### config.mk
export PLATFORM = sky130hd
export DESIGN_NAME = fef_monitor
export DESIGN_NICKNAME = d
export VERILOG_FILES = /design/src/rtl/fef_pkg.sv /design/src/rtl/fef_run_detector.sv /design/src/rtl/fef_ctrl_reg.sv /design/src/rtl/fef_status_reg.sv /design/src/rtl/fef_monitor.sv
export SDC_FILE = /design/constraint.sdc
export NUM_CORES = 1
export LEC_CHECK = 0
export BUFFER_PORTS_ARGS = -buffer_cell sky130_fd_sc_hd__buf_2
export CAP_MARGIN = 15
export CORE_MARGIN = 2
export CORE_UTILIZATION = 56
export CTS_CLUSTER_SIZE = 12
export DETAILED_ROUTE_END_ITERATION = 16
export PLACE_DENSITY = 0.93
export SLEW_MARGIN = 20
export SYNTH_ARGS = -nofsm -noshare
export SYNTH_HDL_FRONTEND = slang
export SYNTH_HIERARCHICAL = 1
export SYNTH_SLANG_ARGS = --single-unit
### constraint.sdc
create_clock -name clk -period 3.8 [get_ports clk]
set_input_delay 0.57 -clock clk [delete_from_list [all_inputs] [get_ports clk]]
set_output_delay 0.57 -clock clk [all_outputs]
set_load 0.01 [all_outputs]
### src/rtl/fef_pkg.sv
package fef_pkg;
  localparam int REG_W      = 16;
  localparam int ADDR_W     = 5;
  localparam int CTRL_ADDR  = 0;
  localparam int STAT_ADDR  = 1;
  localparam int LOOP_BIT   = 14;
  localparam int SPEED_BIT  = 13;
  localparam int DUPLEX_BIT = 8;
  localparam int RF_BIT     = 4;
  localparam int LINK_BIT   = 2;
  localparam logic [REG_W-1:0] CTRL_RESET = 16'h2100;
endpackage

### src/rtl/fef_run_detector.sv
module fef_run_detector #(
  parameter int RUN_LEN = 84,
  parameter int CODES   = 3
) (
  input  logic clk,
  input  logic rst,
  input  logic clr,
  input  logic rx_valid,
  input  logic rx_bit,
  output logic fault_evt,
  output logic fault_active
);
  localparam int OW = $clog2(RUN_LEN + 2);
  localparam int CW = $clog2(CODES + 1);
  localparam logic [OW-1:0] RUN_C = OW'(RUN_LEN);
  localparam logic [OW-1:0] ONES_MAX = OW'(RUN_LEN + 1);
  localparam logic [CW-1:0] CODES_C = CW'(CODES);
  localparam logic [CW-1:0] CODES_M1 = CW'(CODES - 1);

  logic [OW-1:0] ones_q;
  logic [CW-1:0] codes_q;
  logic          evt_q;

  always_ff @(posedge clk) begin
    if (rst || clr) begin
      ones_q  <= '0;
      codes_q <= '0;
      evt_q   <= 1'b0;
    end else begin
      evt_q <= 1'b0;
      if (rx_valid) begin
        if (rx_bit) begin
          if (ones_q != ONES_MAX) ones_q <= ones_q + 1'b1;
          if (ones_q == RUN_C) codes_q <= '0;
        end else begin
          ones_q <= '0;
          if (ones_q == RUN_C) begin
            if (codes_q != CODES_C) codes_q <= codes_q + 1'b1;
            evt_q <= (codes_q >= CODES_M1);
          end else begin
            codes_q <= '0;
          end
        end
      end
    end
  end

  assign fault_evt    = evt_q;
  assign fault_active = (codes_q == CODES_C);
endmodule

### src/rtl/fef_ctrl_reg.sv
module fef_ctrl_reg
  import fef_pkg::*;
(
  input  logic             clk,
  input  logic             rst,
  input  logic             wr_en,
  input  logic [ADDR_W-1:0] wr_addr,
  input  logic [REG_W-1:0] wr_data,
  output logic [REG_W-1:0] ctrl,
  output logic             loopback
);
  logic [REG_W-1:0] ctrl_q;

  always_ff @(posedge clk) begin
    if (rst) ctrl_q <= CTRL_RESET;
    else if (wr_en && wr_addr == ADDR_W'(CTRL_ADDR)) ctrl_q <= wr_data;
  end

  assign ctrl     = ctrl_q;
  assign loopback = ctrl_q[LOOP_BIT];
endmodule

### src/rtl/fef_status_reg.sv
module fef_status_reg (
  input  logic clk,
  input  logic rst,
  input  logic loopback,
  input  logic fault_evt,
  input  logic fault_active,
  input  logic link_good,
  input  logic stat_read,
  output logic rf_flag,
  output logic link_flag
);
  logic rf_q, link_q, link_now;

  assign link_now = link_good && !fault_active;

  always_ff @(posedge clk) begin
    if (rst) begin
      rf_q   <= 1'b0;
      link_q <= 1'b1;
    end else if (loopback) begin
      rf_q   <= 1'b0;
      link_q <= 1'b1;
    end else begin
      if (fault_evt)      rf_q <= 1'b1;
      else if (stat_read) rf_q <= 1'b0;
      if (stat_read) link_q <= link_now;
      else           link_q <= link_q & link_now;
    end
  end

  assign rf_flag   = rf_q;
  assign link_flag = link_q;
endmodule

### src/rtl/fef_monitor.sv
module fef_monitor
  import fef_pkg::*;
#(
  parameter int RUN_LEN = 84,
  parameter int CODES   = 3
) (
  input  logic              clk,
  input  logic              rst,
  input  logic              rx_valid,
  input  logic              rx_bit,
  input  logic              link_good,
  input  logic              rd_strobe,
  input  logic [ADDR_W-1:0] rd_addr,
  output logic [REG_W-1:0]  rd_data,
  input  logic              wr_en,
  input  logic [ADDR_W-1:0] wr_addr,
  input  logic [REG_W-1:0]  wr_data
);
  logic [REG_W-1:0] ctrl_q;
  logic             loopback;
  logic             fault_evt, fault_active;
  logic             rf_q, link_q;
  logic             stat_read;
  logic [REG_W-1:0] stat_word, rd_mux, rd_q;

  assign stat_read = rd_strobe && (rd_addr == ADDR_W'(STAT_ADDR));

  fef_ctrl_reg u_ctrl (
    .clk(clk), .rst(rst), .wr_en(wr_en), .wr_addr(wr_addr),
    .wr_data(wr_data), .ctrl(ctrl_q), .loopback(loopback)
  );

  fef_run_detector #(.RUN_LEN(RUN_LEN), .CODES(CODES)) u_det (
    .clk(clk), .rst(rst), .clr(loopback), .rx_valid(rx_valid),
    .rx_bit(rx_bit), .fault_evt(fault_evt), .fault_active(fault_active)
  );

  fef_status_reg u_stat (
    .clk(clk), .rst(rst), .loopback(loopback), .fault_evt(fault_evt),
    .fault_active(fault_active), .link_good(link_good),
    .stat_read(stat_read), .rf_flag(rf_q), .link_flag(link_q)
  );

  always_comb begin
    stat_word           = '0;
    stat_word[RF_BIT]   = rf_q;
    stat_word[LINK_BIT] = link_q;
    if (rd_addr == ADDR_W'(CTRL_ADDR))      rd_mux = ctrl_q;
    else if (rd_addr == ADDR_W'(STAT_ADDR)) rd_mux = stat_word;
    else                                    rd_mux = '0;
  end

  always_ff @(posedge clk) begin
    if (rst)            rd_q <= '0;
    else if (rd_strobe) rd_q <= rd_mux;
  end

  assign rd_data = rd_q;
endmodule

Word level (Yosys, flattened, before mapping) --
Index checks and enable logic that the tools add are counted.
Word-level totals: bits in registers 44, output and inout bits 16, word-level logic and storage cells 44
Operators by class: $add $sub $neg 2, $lt $le $gt $ge 1, equality and inequality tests 8, mux-type cells 11, bitwise logic cells 3, reduce and logical (&&, ||, !) cells 12
Operators by type and width (count):
- $mux W16 | 1
- $mux W7 | 2
- $logic_not A5 Y1 | 2
- $mux W2 | 4
- $add A7 B1 Y7 const B | 1
- $eq A7 B7 Y1 const B | 1
- $ne A7 B7 Y1 const B | 1
- $eq A5 B1 Y1 const B | 1
- $mux W5 | 1
- $ne A2 B1 Y1 const B | 2
- $reduce_or A4 Y1 | 1
- $logic_and A1 B1 Y1 | 3
- $mux W1 | 3
- $ne A3 B3 Y1 const B | 1
- $reduce_and A3 Y1 | 1
- $add A2 B1 Y2 const B | 1
- $eq A2 B2 Y1 const B | 1
- $ge A2 B2 Y1 const B | 1
- $ne A2 B2 Y1 const B | 1
- $not A1 Y1 | 2
- $reduce_and A2 Y1 | 1
- $reduce_bool A2 Y1 | 1
- $reduce_or A2 Y1 | 1
- $and A1 B1 Y1 | 1
- 2 further kinds | 2

Logic depth before layout (Yosys ltp) --
depth after elaboration 5, mapped depth 6, gate-level depth less buffers 6

Hierarchy --
The synthesis kept the hierarchy.
Modules (own cells, without submodules):
- fef_ctrl_reg | instances 1, cells an instance 71, area an instance 739.5 µm², seq. area each 320.3 µm²
- fef_monitor | instances 1, cells an instance 62, area an instance 623.1 µm², seq. area each 320.3 µm²
- fef_run_detector | instances 1, cells an instance 64, area an instance 544.3 µm², seq. area each 200.2 µm²
- fef_status_reg | instances 1, cells an instance 8, area an instance 72.6 µm², seq. area each 40.0 µm²

Worst setup path after synthesis --
No wires, ideal clock.
path kind input -> register, start input port wr_addr[4], end register u_ctrl.ctrl_q[10] (netlist: u_ctrl/ctrl[10]), library setup time 72 ps, arrival 1800 ps, slack 1928 ps, stages 4, buffers on the path 1, cells stage by stage or4b_4 nor3_4 buf_12 mux2i_1
Between the ends: cells in the longest elaborated chain, start to end 2
Ends and longest elaborated chain:
- start, declared | line fef_monitor.sv:16 | input logic [ADDR_W-1:0] wr_addr,
- $logic_not A5 Y1 | line fef_ctrl_reg.sv:16 | else if (wr_en && wr_addr == ADDR_W'(CTRL_ADDR)) ctrl_q <= wr_data;
- $logic_and A1 B1 Y1 | line fef_ctrl_reg.sv:16
- end signal, assigned | line fef_ctrl_reg.sv:16
- end, declared | line fef_ctrl_reg.sv:12 | logic [REG_W-1:0] ctrl_q;
No other way between the ends. A chain may end at the register's enable or synchronous reset.

Worst setup path after layout --
start input port wr_addr[4], end register u_ctrl.ctrl_q[7] (netlist: u_ctrl/ctrl[7])
Same word-level chain as after synthesis.

==> qor.tcl <==
set qor(outcome) {complete, no violations}
set qor(vdd.ir_drop.worst_mv) 0.2903
set qor(slew_viol_final) 0
set qor(post_synth_num_cell_types) 40
set qor(cts_repair_resize_count) 0
set qor(cts.htree.levels) 2
set qor(grt_pass1_vias) 1451
set qor(clk_path_buf_depth) 2
set qor(power.leakage_nw) 0.9345
set qor(switching_part_of_the_total_power) 0.2196
set qor(area_growth_synth_to_finish_pct) 16.31
set qor(internal-power_mw) 0.6502
set qor(synth_top_area_frac) 0.4450
set qor(synth_ff_type) {sky130_fd_sc_hd__dfxtp_1}
set qor(detail_route.first_pass.iterations) 4
set qor(power_switching_mw) 0.1829
set qor(grt_first_pass_wirelength_mm) 6.451
set qor(met2_usage) 0.3539
set qor(cell_with_the_most_instances_after_synthesis) {sky130_fd_sc_hd__dfxtp_1}
set qor(power.share.combinational) 0.074
set qor(cts_sinks) 44
set qor(vias_per_cell) 5.413
set qor(grt.met1_usage) 0.2424
set qor(globalRoute.totalOverflow) 0
set qor(gr-usage-all-layers) 0.2063
set qor(tritoncts) {built}
set qor(worst-slew-pin-transition_ns) 0.9711
set qor(rsz0062_at_grt) {false}
set qor(core-area_um2) 3363
set qor(power.share.sequential) 0.561
set qor(insertion_delay_ns) 0.35
set qor(detail-route-antenna-nets) 0
set qor(critPathMaxFanout) 16
set qor(final.period_utilization) 0.5298
set qor(worst_ep_required_time_ns) 4.08
set qor(grt_max_degree) 53
set qor(timing.setup.critical_path_class) {primary input to register}
set qor(max_slew_margin) 0.3505
set qor(cp.arrival_ns) 2.29
set qor(synth_top_area_cell) {sky130_fd_sc_hd__dfxtp_1}
set qor(ios) 49
set qor(global_route.usage.met3) 0.05357
set qor(cts_buffers) 5
set qor(dpl.hpwl_mm) 2.692
set qor(synth.avg_cell_area_um2) 9.656
set qor(gp_routability_congestion) 0.8764
set qor(timing.hold.worst.class) {register to register}
set qor(maxCapViolations) 0
set qor(cp_slowest_cell) {sky130_fd_sc_hd__nor3_4}
set qor(num_vias) 1613
set qor(cell_area_power_density_nw_per_um2) 361.9
set qor(cpPeakStageDelay_ns) 0.76
set qor(layout_cells_excl_fill) 298
set qor(wl_per_cell_um) 13.21
set qor(placement_rows) 21
set qor(clock_slew_seen_by_the_registers_of_the_worst_setup_and_hold_paths_ns) 0.13
set qor(design.die.area_um2) 4026
set qor(antenna-diode-count) 0
set qor(yosys.area_share.adder) 0.03161
set qor(synthesis.nets) 243
set qor(io_buffer_count) 48
set qor(totalNegativeSetupSlack_ns) 0
set qor(layout_setup_ws_ns) 1.787
set qor(synth_compound_area_frac) 0.1081
set qor(post-route-min-period_ns) 2.013
set qor(yosys_register_bits) 44
set qor(pwr-share-clk) 0.365
set qor(clock-root-buffer) {sky130_fd_sc_hd__clkbuf_4}
set qor(setup_viol) 0
set qor(final_hold_viol_count) 0
set qor(drc) 0
set qor(share_of_layout_cells_above_drive_strength_1) 0.2500
set qor(synth_xor_area_frac) 0.008850
set qor(grt_most_used_layer) {met2}
set qor(max_freq_ghz) 0.4967
set qor(cp_cell_sequence) {buf_2, or4b_4, nor3_4, mux2i_1}
set qor(synth_sequential_area_ratio) 0.4450
set qor(worstSetupEndpointType) {register}
set qor(antenna_found_initial) 0
set qor(post_synth_mux_area_share) 0.09608
set qor(start_util) 0.5885
set qor(timing.critical_path.from_type) {primary input}
set qor(dp_cells) 290
set qor(synth-simple-area-share) 0.2661
set qor(skew_ns) 0.01239
set qor(syn-cell-area_um2) 1979
set qor(synth_top_family_by_area) {simple AND/OR/NAND/NOR gates}
set qor(syn-instance-count) 205
set qor(vert_die_dim_um) 63.45
set qor(postRouteWirelength_mm) 3.937
set qor(synth.top_cells.by_area) {sky130_fd_sc_hd__dfxtp_1, sky130_fd_sc_hd__mux2i_1, sky130_fd_sc_hd__nand2b_1}
set qor(postCtsSetupBuffers) 0
set qor(number_of_nets_in_the_finished_design) 289
set qor(pre_cts_ws_ns) 1.469
set qor(dr.first_iter.drc_count) 91
set qor(die_w_um) 63.45
set qor(synth_async_sr_flop_share) 0
set qor(ys.warnings.count) 6
set qor(synth_enable_flop_cells) 0
set qor(synth_common_cells) {sky130_fd_sc_hd__dfxtp_1, sky130_fd_sc_hd__nand2b_1, sky130_fd_sc_hd__nor2_1, sky130_fd_sc_hd__mux2i_1, sky130_fd_sc_hd__a32oi_1}
set qor(holdBufCountCts) 0
layout by cell type (no fill, tap or decap), types with 5 or more instances in the layout:
cell                       count
sky130_fd_sc_hd__a32oi_1      12
sky130_fd_sc_hd__buf_2        48
sky130_fd_sc_hd__nand2b_1     30
sky130_fd_sc_hd__mux2i_1      19
sky130_fd_sc_hd__dfxtp_1      44
sky130_fd_sc_hd__nor2_1       26
sky130_fd_sc_hd__nand2_1      10
sky130_fd_sc_hd__clkbuf_4      5
sky130_fd_sc_hd__ha_1          5
sky130_fd_sc_hd__a21oi_1       5
sky130_fd_sc_hd__inv_1         6
stage by stage:
stage	hold slack, ns	instance area [µm²]	power (mW)	util
finish	0.4583	2302	0.8331	0.6845
global route	0.4523	2302	0.8695	0.6845
CTS	0.4514	2302	0.8412	0.6845
detailed placement	0.4328	2212	0.5388	0.6577
global placement	0.4224	2212	0.5373	0.6577
floorplan	0.4177	1979	0.5117	-
critical path: cells and delay by family:
kind	cells	cell delay, ns
buffers and inverters	1	0.10
multiplexers	1	0.32
AND/OR/NAND/NOR	2	1.30
final timing paths:
kind / cells after the start / start / slack (ns) / to
worst min register to register: 1 / u_det/fault_evt$_SDFF_PP0_ / 0.46 / u_stat/rf_flag$_SDFFE_PP0P_
worst min-delay path: 1 / u_det/fault_evt$_SDFF_PP0_ / 0.46 / u_stat/rf_flag$_SDFFE_PP0P_
worst max-delay path: 4 / wr_addr[4] / 1.79 / u_ctrl/ctrl[7]$_SDFFE_PP0P_
worst max register to register: 6 / u_det/ones_q[1]$_SDFFE_PP0P_ / 2.28 / u_det/codes_q[1]$_SDFFE_PP0P_
kinds of logic (layout without fill, tap and decap cells):
family / after synthesis / after routing
buffers and inverters: 15 / 62
AO/OA/AOI/OAI: 29 / 29
adder cells (fa/ha/maj): 5 / 5
flip-flops: 44 / 44
multiplexers: 19 / 19
AND/OR/NAND/NOR: 91 / 91
XOR/XNOR: 2 / 2
cell type report:
type                            instances  area, µm²
Clock buffer                            6      51.30
Inverter                                6      22.52
Fill cell                             283       1061
Multi-Input combinational cell        146       1011
Tap cell                               46      57.56
Sequential cell                        44      880.8
Timing Repair Buffer                   48      240.2
Clock inverter                          2      38.79
routing by layer:
layer / wire length [µm] / up-vias
li1: - / 812
met1: 1705 / 745
met2: 1938 / 50
met3: 229 / 6
met4: 63 / 0
met5: 0 / -
power groups by stage:
stage	sequential, mW	clock, mW	combinational (mW)
after global routing	0.468	0.335	0.0670
after CTS	0.467	0.312	0.0618
after floorplan	0.477	0	0.0346
after detailed placement	0.478	0	0.0612
final	0.467	0.304	0.0616
after global placement	0.477	0	0.0599
state kept, by name (all words and copies together) (netlist names):
signal            cells
u_stat/link_flag      1
rd_data              16
u_det/ones_q          7
u_det/fault_evt       1
u_ctrl/ctrl          16
u_stat/rf_flag        1
u_det/codes_q         2
Power figures use the tool's default switching activity.
